File: config.mk
export PLATFORM = sky130hd
export DESIGN_NAME = tcu_top
export DESIGN_NICKNAME = d
export VERILOG_FILES = /design/src/rtl/tcu_pkg.sv /design/src/rtl/tcu_regs.sv /design/src/rtl/tcu_counter.sv /design/src/rtl/tcu_output.sv /design/src/rtl/tcu_top.sv
export SDC_FILE = /design/constraint.sdc
export NUM_CORES = 1
export LEC_CHECK = 0
export CORE_ASPECT_RATIO = 0.75
export CORE_UTILIZATION = 48
export CTS_CLUSTER_DIAMETER = 50
export DETAILED_ROUTE_END_ITERATION = 8
export PLACE_DENSITY = 0.84
export SLEW_MARGIN = 10
export SYNTH_ARGS = -nofsm -noshare
export SYNTH_HDL_FRONTEND = slang
export SYNTH_SLANG_ARGS = --single-unit
File: constraint.sdc
create_clock -name clk -period 1.95 [get_ports clk]
set_clock_uncertainty 0.05 [all_clocks]
set_input_delay 0.39 -clock clk [delete_from_list [all_inputs] [get_ports clk]]
set_output_delay 0.39 -clock clk [all_outputs]
set_load 0.01 [all_outputs]
File: src/rtl/tcu_pkg.sv
package tcu_pkg;

  typedef enum logic [1:0] {
    WV_WRAP   = 2'b00,
    WV_CLEAR  = 2'b01,
    WV_TRI    = 2'b10,
    WV_UNUSED = 2'b11
  } wave_e;

  typedef enum logic [1:0] {
    OM_NONE   = 2'b00,
    OM_TOGGLE = 2'b01,
    OM_CLEAR  = 2'b10,
    OM_SET    = 2'b11
  } omode_e;

  localparam logic [1:0] ADDR_COUNT = 2'd0;
  localparam logic [1:0] ADDR_CMP   = 2'd1;
  localparam logic [1:0] ADDR_CTRL  = 2'd2;
  localparam logic [1:0] ADDR_FLAG  = 2'd3;

  localparam int CTRL_BUF_BIT   = 4;
  localparam int CTRL_FORCE_BIT = 5;

  function automatic logic is_tri(input logic [1:0] wave);
    return wave == WV_TRI;
  endfunction

  // Action of a match or force in the non-triangle modes
  function automatic logic act_flat(input logic [1:0] om, input logic cur);
    case (om)
      OM_TOGGLE: return ~cur;
      OM_CLEAR:  return 1'b0;
      OM_SET:    return 1'b1;
      default:   return cur;
    endcase
  endfunction

  // Action of a match in the triangle mode, flipped while counting down
  function automatic logic act_tri(input logic [1:0] om, input logic cur,
                                   input logic down);
    case (om)
      OM_TOGGLE: return ~cur;
      OM_CLEAR:  return down;
      OM_SET:    return ~down;
      default:   return cur;
    endcase
  endfunction

endpackage

File: src/rtl/tcu_regs.sv
module tcu_regs
  import tcu_pkg::*;
#(
  parameter int W = 8
) (
  input  logic         clk,
  input  logic         rst_n,
  input  logic         wr_en,
  input  logic [1:0]   wr_addr,
  input  logic [W-1:0] wr_data,
  input  logic         top_upd,
  output logic [1:0]   wave,
  output logic [1:0]   omode,
  output logic [W-1:0] cmp_active,
  output logic         cnt_wr,
  output logic         flag_clr,
  output logic         force_evt,
  output logic [1:0]   force_mode
);

  logic         buf_en;
  logic [W-1:0] cmp_buf;
  logic         ctrl_wr;
  logic         cmp_wr;
  logic         buffered;

  assign cnt_wr     = wr_en && (wr_addr == ADDR_COUNT);
  assign cmp_wr     = wr_en && (wr_addr == ADDR_CMP);
  assign ctrl_wr    = wr_en && (wr_addr == ADDR_CTRL);
  assign flag_clr   = wr_en && (wr_addr == ADDR_FLAG) && wr_data[0];
  assign buffered   = buf_en && is_tri(wave);
  assign force_evt  = ctrl_wr && wr_data[CTRL_FORCE_BIT] && !is_tri(wr_data[1:0]);
  assign force_mode = wr_data[3:2];

  always_ff @(posedge clk) begin
    if (!rst_n) begin
      wave   <= WV_WRAP;
      omode  <= OM_NONE;
      buf_en <= 1'b0;
    end else if (ctrl_wr) begin
      wave   <= wr_data[1:0];
      omode  <= wr_data[3:2];
      buf_en <= wr_data[CTRL_BUF_BIT];
    end
  end

  always_ff @(posedge clk) begin
    if (!rst_n) begin
      cmp_buf    <= '0;
      cmp_active <= '0;
    end else begin
      if (cmp_wr) cmp_buf <= wr_data;
      if (cmp_wr && !buffered)             cmp_active <= wr_data;
      else if (top_upd && is_tri(wave))    cmp_active <= cmp_buf;
    end
  end

  // a buffered write leaves the active value alone until the top
  a_r8_buffer_holds: assert property (@(posedge clk) disable iff (!rst_n)
    (buffered && !ctrl_wr && !top_upd) |=> $stable(cmp_active));

endmodule

File: src/rtl/tcu_counter.sv
module tcu_counter
  import tcu_pkg::*;
#(
  parameter int W = 8
) (
  input  logic         clk,
  input  logic         rst_n,
  input  logic         tick,
  input  logic [1:0]   wave,
  input  logic [W-1:0] cmp_active,
  input  logic         cnt_wr,
  input  logic [W-1:0] cnt_wdata,
  output logic [W-1:0] count,
  output logic         match_evt,
  output logic         top_upd,
  output logic         cnt_down
);

  localparam logic [W-1:0] TOP = {W{1'b1}};
  localparam logic [W-1:0] ONE = {{(W-1){1'b0}}, 1'b1};

  logic         blk_pend;
  logic         step;
  logic         cmp_eq;
  logic [W-1:0] cnt_nxt;
  logic         down_nxt;

  assign step      = tick && !cnt_wr;
  assign cmp_eq    = (count == cmp_active);
  assign match_evt = step && cmp_eq && !blk_pend;
  assign top_upd   = step && is_tri(wave) && !cnt_down && (count == TOP);

  always_comb begin
    cnt_nxt  = count + ONE;
    down_nxt = 1'b0;
    case (wave)
      WV_CLEAR: if (match_evt) cnt_nxt = '0;
      WV_TRI: begin
        down_nxt = cnt_down;
        if (!cnt_down) begin
          if (count == TOP) begin
            cnt_nxt  = TOP - ONE;
            down_nxt = 1'b1;
          end
        end else if (count == '0) begin
          cnt_nxt  = ONE;
          down_nxt = 1'b0;
        end else begin
          cnt_nxt = count - ONE;
        end
      end
      default: ;
    endcase
  end

  always_ff @(posedge clk) begin
    if (!rst_n) begin
      count    <= '0;
      cnt_down <= 1'b0;
      blk_pend <= 1'b0;
    end else if (cnt_wr) begin
      count    <= cnt_wdata;
      blk_pend <= 1'b1;
    end else if (step) begin
      count    <= cnt_nxt;
      cnt_down <= down_nxt;
      blk_pend <= 1'b0;
    end
  end

  // the armed block swallows the next tick's match
  a_r7_block_next_tick: assert property (@(posedge clk) disable iff (!rst_n)
    (tick && blk_pend) |-> !match_evt);
  a_r7_write_arms: assert property (@(posedge clk) disable iff (!rst_n)
    cnt_wr |=> (blk_pend && count == $past(cnt_wdata)));
  // the count holds without a tick or a write
  a_r2_hold: assert property (@(posedge clk) disable iff (!rst_n)
    (!tick && !cnt_wr) |=> $stable(count));
  // clear-on-match mode returns to zero after a match
  a_r4_clear_zero: assert property (@(posedge clk) disable iff (!rst_n)
    (match_evt && wave == WV_CLEAR) |=> (count == '0));

endmodule

File: src/rtl/tcu_output.sv
module tcu_output
  import tcu_pkg::*;
(
  input  logic       clk,
  input  logic       rst_n,
  input  logic       match_evt,
  input  logic       cnt_down,
  input  logic [1:0] wave,
  input  logic [1:0] omode,
  input  logic       force_evt,
  input  logic [1:0] force_mode,
  input  logic       flag_clr,
  input  logic       gpio_out,
  input  logic       gpio_dir,
  output logic       oc_bit,
  output logic       flag,
  output logic       pin_out,
  output logic       pin_oe
);

  logic oc_nxt;

  always_comb begin
    oc_nxt = oc_bit;
    if (match_evt)
      oc_nxt = is_tri(wave) ? act_tri(omode, oc_bit, cnt_down)
                            : act_flat(omode, oc_bit);
    else if (force_evt)
      oc_nxt = act_flat(force_mode, oc_bit);
  end

  always_ff @(posedge clk) begin
    if (!rst_n) begin
      oc_bit <= 1'b0;
      flag   <= 1'b0;
    end else begin
      oc_bit <= oc_nxt;
      if (match_evt)     flag <= 1'b1;
      else if (flag_clr) flag <= 1'b0;
    end
  end

  assign pin_oe  = gpio_dir;
  assign pin_out = gpio_dir && ((omode != OM_NONE) ? oc_bit : gpio_out);

  // a match always leaves the flag set
  a_r3_flag_set: assert property (@(posedge clk) disable iff (!rst_n)
    match_evt |=> flag);
  // a forced action never raises the flag
  a_r6_force_no_flag: assert property (@(posedge clk) disable iff (!rst_n)
    (force_evt && !match_evt && !flag) |=> !flag);
  // an input-direction pin is never driven high
  a_r10_pin_quiet: assert property (@(posedge clk) disable iff (!rst_n)
    !gpio_dir |-> (!pin_out && !pin_oe));
  // no event, no change of the output bit
  a_r11_oc_kept: assert property (@(posedge clk) disable iff (!rst_n)
    (!match_evt && !force_evt) |=> $stable(oc_bit));

endmodule

File: src/rtl/tcu_top.sv
module tcu_top
  import tcu_pkg::*;
#(
  parameter int W = 8
) (
  input  logic         clk,
  input  logic         rst_n,
  input  logic         tick,
  input  logic         wr_en,
  input  logic [1:0]   wr_addr,
  input  logic [W-1:0] wr_data,
  input  logic         gpio_out,
  input  logic         gpio_dir,
  output logic [W-1:0] count,
  output logic [W-1:0] cmp_value,
  output logic         match_flag,
  output logic         oc_bit,
  output logic         pin_out,
  output logic         pin_oe
);

  logic [1:0] wave;
  logic [1:0] omode;
  logic       cnt_wr;
  logic       flag_clr;
  logic       force_evt;
  logic [1:0] force_mode;
  logic       match_evt;
  logic       top_upd;
  logic       cnt_down;

  tcu_regs #(.W(W)) u_regs (
    .clk        (clk),
    .rst_n      (rst_n),
    .wr_en      (wr_en),
    .wr_addr    (wr_addr),
    .wr_data    (wr_data),
    .top_upd    (top_upd),
    .wave       (wave),
    .omode      (omode),
    .cmp_active (cmp_value),
    .cnt_wr     (cnt_wr),
    .flag_clr   (flag_clr),
    .force_evt  (force_evt),
    .force_mode (force_mode)
  );

  tcu_counter #(.W(W)) u_counter (
    .clk        (clk),
    .rst_n      (rst_n),
    .tick       (tick),
    .wave       (wave),
    .cmp_active (cmp_value),
    .cnt_wr     (cnt_wr),
    .cnt_wdata  (wr_data),
    .count      (count),
    .match_evt  (match_evt),
    .top_upd    (top_upd),
    .cnt_down   (cnt_down)
  );

  tcu_output u_output (
    .clk        (clk),
    .rst_n      (rst_n),
    .match_evt  (match_evt),
    .cnt_down   (cnt_down),
    .wave       (wave),
    .omode      (omode),
    .force_evt  (force_evt),
    .force_mode (force_mode),
    .flag_clr   (flag_clr),
    .gpio_out   (gpio_out),
    .gpio_dir   (gpio_dir),
    .oc_bit     (oc_bit),
    .flag       (match_flag),
    .pin_out    (pin_out),
    .pin_oe     (pin_oe)
  );

  // the triangle top update fires only while counting up
  a_r9_top_up_only: assert property (@(posedge clk) disable iff (!rst_n)
    top_upd |-> (!cnt_down && count == {W{1'b1}}));

endmodule

==> results of run 1 <==
-- layout make-up --
| class | instances | area (µm²) | area share |
|---|---|---|---|
| inverter | 12 | 50.0 | 0.0152 |
| clock inverter | 2 | 10.0 | 0.00304 |
| timing repair buffer | 103 | 883 | 0.268 |
| sequential | 33 | 679 | 0.206 |
| multi-input combinational | 203 | 1530 | 0.465 |
| tap | 55 | 68.8 | 0.0209 |
| clock buffer | 6 | 72.6 | 0.0220 |
-- state kept, by name, indices dropped and copies added, names as in the netlist --
register,count
u_output.oc_bit,1
u_regs.buf_en,1
u_counter.count,8
u_regs.omode,2
u_regs.cmp_buf,8
u_regs.wave,2
u_counter.blk_pend,1
u_counter.cnt_down,1
u_regs.cmp_active,8
u_output.flag,1
-- cells in the mapped netlist, types with 5 or more instances --
library cell / n / area, µm²
nor3b_1: 5 / 37.5
o21ai_0: 11 / 55.1
a21oi_1: 27 / 135
nand2_1: 12 / 45.0
nor3_1: 7 / 35.0
nor4_1: 5 / 31.3
clkbuf_1: 6 / 22.5
xor2_1: 13 / 114
dfxtp_1: 33 / 661
a31oi_1: 6 / 37.5
nand2b_1: 7 / 43.8
mux2i_1: 21 / 210
nand3_1: 5 / 25.0
buf_2: 6 / 30.0
nor2_1: 28 / 105
ha_1: 8 / 100
inv_1: 12 / 45.0
-- critical path: stages, from the launching register on --
cell and delay (ns):
dfxtp_2 0.33, inv_1 0.06, ha_4 0.29, buf_4 0.12
nand2b_1 0.12, o41a_1 0.37, nor2_2 0.12, buf_4 0.16
o22ai_1 0.15, o22ai_1 0.10
-- cell families after synthesis --
| family | count (synthesis) |
|---|---|
| AOI/OAI and AO/OA | 73 |
| adders and majority gates | 8 |
| and+or+nand+nor | 84 |
| DFF | 33 |
| xor gates and xnor gates | 17 |
| buffers and inverters | 28 |
| muxes | 21 |
-- per-stage QoR --
step           TNS (ns)  cells
2_1_floorplan    -0.345    264
3_3_place_gp      -2.11    396
3_5_place_dp      -3.78    396
4_1_cts         -0.0517    412
5_1_grt          -0.448    414
6_report        -0.0852    414
-- metal layers --
| metal | vias to the layer above | GRT usage | share of wire |
|---|---|---|---|
| met1 | 1170 | 0.412 | 0.41 |
| met5 | - | 0 | 0 |
| met2 | 159 | 0.534 | 0.44 |
| met4 | 0 | 0.107 | 0.035 |
| met3 | 39 | 0.102 | 0.11 |
| li1 | 1146 | - | - |
-- how the worst min path moves through the flow --
| stage | slack [ns] | cells after the start | endpoint |
|---|---|---|---|
| 3_5_place_dp | 0.40 | 2 | u_output.flag |
| 5_1_grt | 0.43 | 2 | u_output.flag |
| 4_1_cts | 0.41 | 2 | u_output.flag |
| 3_3_place_gp | 0.40 | 2 | u_output.flag |
| 6_report | 0.41 | 2 | u_output.flag |
| 2_1_floorplan | 0.40 | 2 | u_regs.cmp_buf[5] |
-- repair_timing --
| item | CTS | global route |
|---|---|---|
| buffers inserted | 8 | 2 |
| endpoints found under the setup margin | 19 | 21 |
| pin swaps | 11 | 10 |
| gates resized for setup | 19 | 16 |
-- power breakdown --
part	switching (mW)	leakage, nW	internal [mW]
Combinational	0.250	1.06	0.276
Sequential	0.0433	0.274	0.705
Clock	0.261	0.0450	0.247
Total	0.554	1.38	1.23
==> impl_metrics.ini, run 1 <==
[flow_run]
drv_cap = 0

[synthesis]
yosysUniqueCellTypes = 50
synth-edff-count = 0
synthSimpleGateAreaFrac = 0.213
synth_top_family_by_area = compound AO/OA/AOI/OAI gates
synth_area_mm2 = 0.00220
syn_inst = 264
synth_fp_nets = 288
yosys-mux-area-fraction = 0.0956
synthXorXnorAreaFrac = 0.0677
ys.flop_type = dfxtp_1
ys_seq_area_frac = 0.300
ys_ff_latch = 33
synthArstFlopShare = 0
synth_adder_area_share = 0.0455
synth_compound_area_frac = 0.216
synth_area_per_cell_um2 = 8.33
ys_warn_count = 0

[clocking]
cts_inserted_buffers = 5
clockBufferDepth = 2
holdBufCountCts = 0
cts_sinks = 33
clk_pin_slew_ns = 0.07
clock_latency_ns = 0.29
cts_tree = yes
cts-htree-levels = 2
cts_root_buf = clkbuf_8

[global_routing]
grt_pass1_wl_um = 11600
antenna_found_initial = 0
grt_usage = 0.325
grt_pass1_vias = 2358
grt_overflow = 0
grt_max_degree = 17

[detailed_routing]
antenna_left = 0
drt_iter0_drc = 260
vias_per_cell = 6.07
drc = 0
wl_per_cell_um = 18.9
wirelength_um = 7830
drtPass1Iterations = 5
vias = 2514

[critical_path]
rr_endpoint = u_counter.count[1]
reg2reg_slack_ns = -0.06
cp-endpoint = u_counter.count[1]
crit_start = u_regs.wave[0]
required_ns = 2.06
crit_type = reg2reg
cp-start-kind = flip-flop
rr_worst_depth = 9
worstPathMaxFanout = 4
endpoint_kind = flip-flop
r2r-start = u_regs.wave[0]
arrival_ns = 2.12

[final_layout]
drive_gt1_frac = 0.301
fin_area_mm2 = 0.00330
nFillCells = 291
layout.cells.most_common = buf_4
syn_to_final_growth_pct = 49.8
final_util = 0.779
layout_common_cells = buf_4 (64), clkdlybuf4s50_1 (34), a21oi_1 (27), nor2_1 (27), dfxtp_1 (24)
fin_nets = 382
insertedDiodeCount = 0

[worst_hold_path]
hp-class = reg2reg
min-delay-start = u_output.flag

[floorplanning]
coreArea_mm2 = 0.00423
start_util = 0.520
die-area_mm2 = 0.00486
die_h_um = 60.6
rows = 20
pin_count = 36
die_w_um = 80.2

[sta]
fmax_ghz = 0.498
finalWorstSetupSlack_ns = -0.0593
fin_crit_ns = 2.01
final-hold-violation-count = 0
final-setup-viol-count = 3
hold_ws_ns = 0.410
slew_viol_final = 0
finalCritPeriodShare = 1.03
slew_headroom = 0.717
rsz0062_at_grt = true
worst_pin_slew_ns = 0.424

[placement]
post_dp_cell_area_mm2 = 0.00300
dp_slack_ns = -0.296
hpwl_um = 5180
place_congestion = 1.02
port_buffers = 35

[status]
violations = setup timing
status = finished, violations left

[power_and_ir_drop]
cellLeakagePower_nw = 1.38
power.density_mw_per_mm2 = 541
ir_drop_v = 0.000344
p_total_mw = 1.78
Power figures use the tool's default switching activity.
==> run 2: changes to the inputs <==
--- a/config.mk
+++ b/config.mk
@@ -9,7 +9,7 @@
 export CORE_UTILIZATION = 48
 export CTS_CLUSTER_DIAMETER = 50
 export DETAILED_ROUTE_END_ITERATION = 8
-export PLACE_DENSITY = 0.84
+export PLACE_DENSITY = 0.78
 export SLEW_MARGIN = 10
 export SYNTH_ARGS = -nofsm -noshare
 export SYNTH_HDL_FRONTEND = slang
==> run 2 against run 1 <==
The run still ends with setup timing left. Sequential cell count stayed put. Combinational power is 2% higher. Clock-buffer cell count is 1 lower. Clock power is 3% higher. Non-clock buffer count is 1 lower. Total power is 1.6% higher. Core utilization is 0.59 points higher. Fmax is 1.8% higher. Sequential share of layout area is 0.27 points lower. Critical path type unchanged. Critical endpoint is now u_counter.count[0]. Highest routed layer unchanged.
==> impl_metrics.ini, run 2 (synthesis gave the netlist of run 1 again) <==
[status]
status = finished, violations left
violations = setup timing

[global_routing]
grt_busiest_layer = met2
grt_use_met2 = 0.491
grt_pass1_wl_um = 11000
grt_overflow = 0
grt_usage = 0.305
antenna_found_initial = 0
grt_util_met3 = 0.0602
grt_pass1_vias = 2231
grt_max_degree = 17
use_met1 = 0.412

[power_and_ir_drop]
cellLeakagePower_nw = 1.37
ir_drop_v = 0.000474
power.density_mw_per_mm2 = 545
p_total_mw = 1.81

[worst_hold_path]
hp-class = reg2reg

[clocking]
cts_tree = yes
cts_sinks = 33
clockBufferDepth = 2
clock_latency_ns = 0.30
cts-htree-levels = 2
cts_inserted_buffers = 5
holdBufCountCts = 0
cts_root_buf = clkbuf_8
clk_pin_slew_ns = 0.08

[critical_path]
max_stage_delay_ns = 0.48
endpoint_kind = flip-flop
cp_cell_sequence = inv_4 > ha_4 > or4bb_4 > o31a_1 > o32ai_2 > mux2i_1 > a21oi_2
cp-start-kind = flip-flop
cp_slowest_cell = or4bb_4
required_ns = 2.13
worstPathMaxFanout = 7
critPathBufInv = 1
crit_type = reg2reg
arrival_ns = 2.15
crit_family = compound AO/OA/AOI/OAI gates

[detailed_routing]
drc = 0
wirelength_um = 7830
vias_per_cell = 6.15
antenna_left = 0
drtPass1Iterations = 5
vias = 2540
drt_iter0_drc = 310
wl_per_cell_um = 19.0

[final_layout]
layout.cells.most_common = buf_4
insertedDiodeCount = 0
fin_nets = 381
final_cells = 413
nFillCells = 280
syn_to_final_growth_pct = 51.0
reg_top3 = u_counter.count x8, u_regs.cmp_active x8, u_regs.cmp_buf x8
drive_gt1_frac = 0.310
layout_common_cells = buf_4 (64), clkdlybuf4s50_1 (33), nor2_1 (27), a21oi_1 (26), dfxtp_1 (25)

[floorplanning]
die_w_um = 80.2
coreArea_mm2 = 0.00423
die_h_um = 60.6
rows = 20
die-area_mm2 = 0.00486
start_util = 0.520
pin_count = 36

[placement]
placed_cells = 398
place_congestion = 0.951
hpwl_um = 5030
port_buffers = 35

[sta]
fin_crit_ns = 1.97
final-hold-violation-count = 0
slew_headroom = 0.688
finalWorstSetupSlack_ns = -0.0231
rsz0062_at_grt = true
worst_pin_slew_ns = 0.468
fmax_ghz = 0.507
final-setup-viol-count = 6
slew_viol_final = 0
finalCritPeriodShare = 1.01

[flow_run]
drv_cap = 0
run 2: power by group:
group,switching [mW],total (mW),internal (mW)
sequential,0.0411,0.746,0.705
clock,0.279,0.525,0.246
combinational,0.260,0.539,0.279
run 2: cell type report:
cell class                 count  area, µm²  share of cell area
clock buffer                   5       68.8              0.0207
clock inverter                 3       17.5             0.00528
inverter                      12       50.0              0.0151
multi-input combinational    203       1570               0.471
sequential                    33        676               0.203
tap                           55       68.8              0.0207
timing repair buffer         102        875               0.263
run 2: final timing paths:
kind	startpoint	end	slack [ns]	depth (start not counted)
min reg2reg	u_output.flag	u_output.flag	0.42	2
min	u_output.flag	u_output.flag	0.42	2
max reg2reg	u_counter.count[0]	u_counter.count[0]	-0.02	7
max	u_counter.count[0]	u_counter.count[0]	-0.02	7
run 2: layer usage:
layer	wire length, µm	vias to the layer above
met1	3340	1178
met5	0	-
li1	-	1142
met4	199	0
met2	3350	192
met3	941	28
run 2: what timing repair did:
item | 4_1_cts | 5_1_grt
gates resized for setup | 11 | 27
hold endpoints to repair | 0 | 0
pin swaps | 7 | 11
setup endpoints to repair | 10 | 17
setup buffers | 3 | 4
run 2: tightest hold or removal path, cell delays in order, from the launching register on:
cell and delay (ns):
dfxtp_1 0.32, nand2_1 0.06, a21oi_1 0.05
run 2: through the flow:
step                hold slack (ns)   TNS, ns  area [µm²]  setup slack (ns)  utilization
finish                        0.416   -0.0707        3320           -0.0231        0.785
global route                  0.454    -0.712        3320            -0.101        0.785
CTS                           0.412  -0.00487        3160          -0.00487        0.747
detailed placement            0.402     -3.46        3020            -0.282        0.713
global placement              0.400     -2.53        3020            -0.198        0.713
floorplan                     0.404    -0.345        2230           -0.0431            -
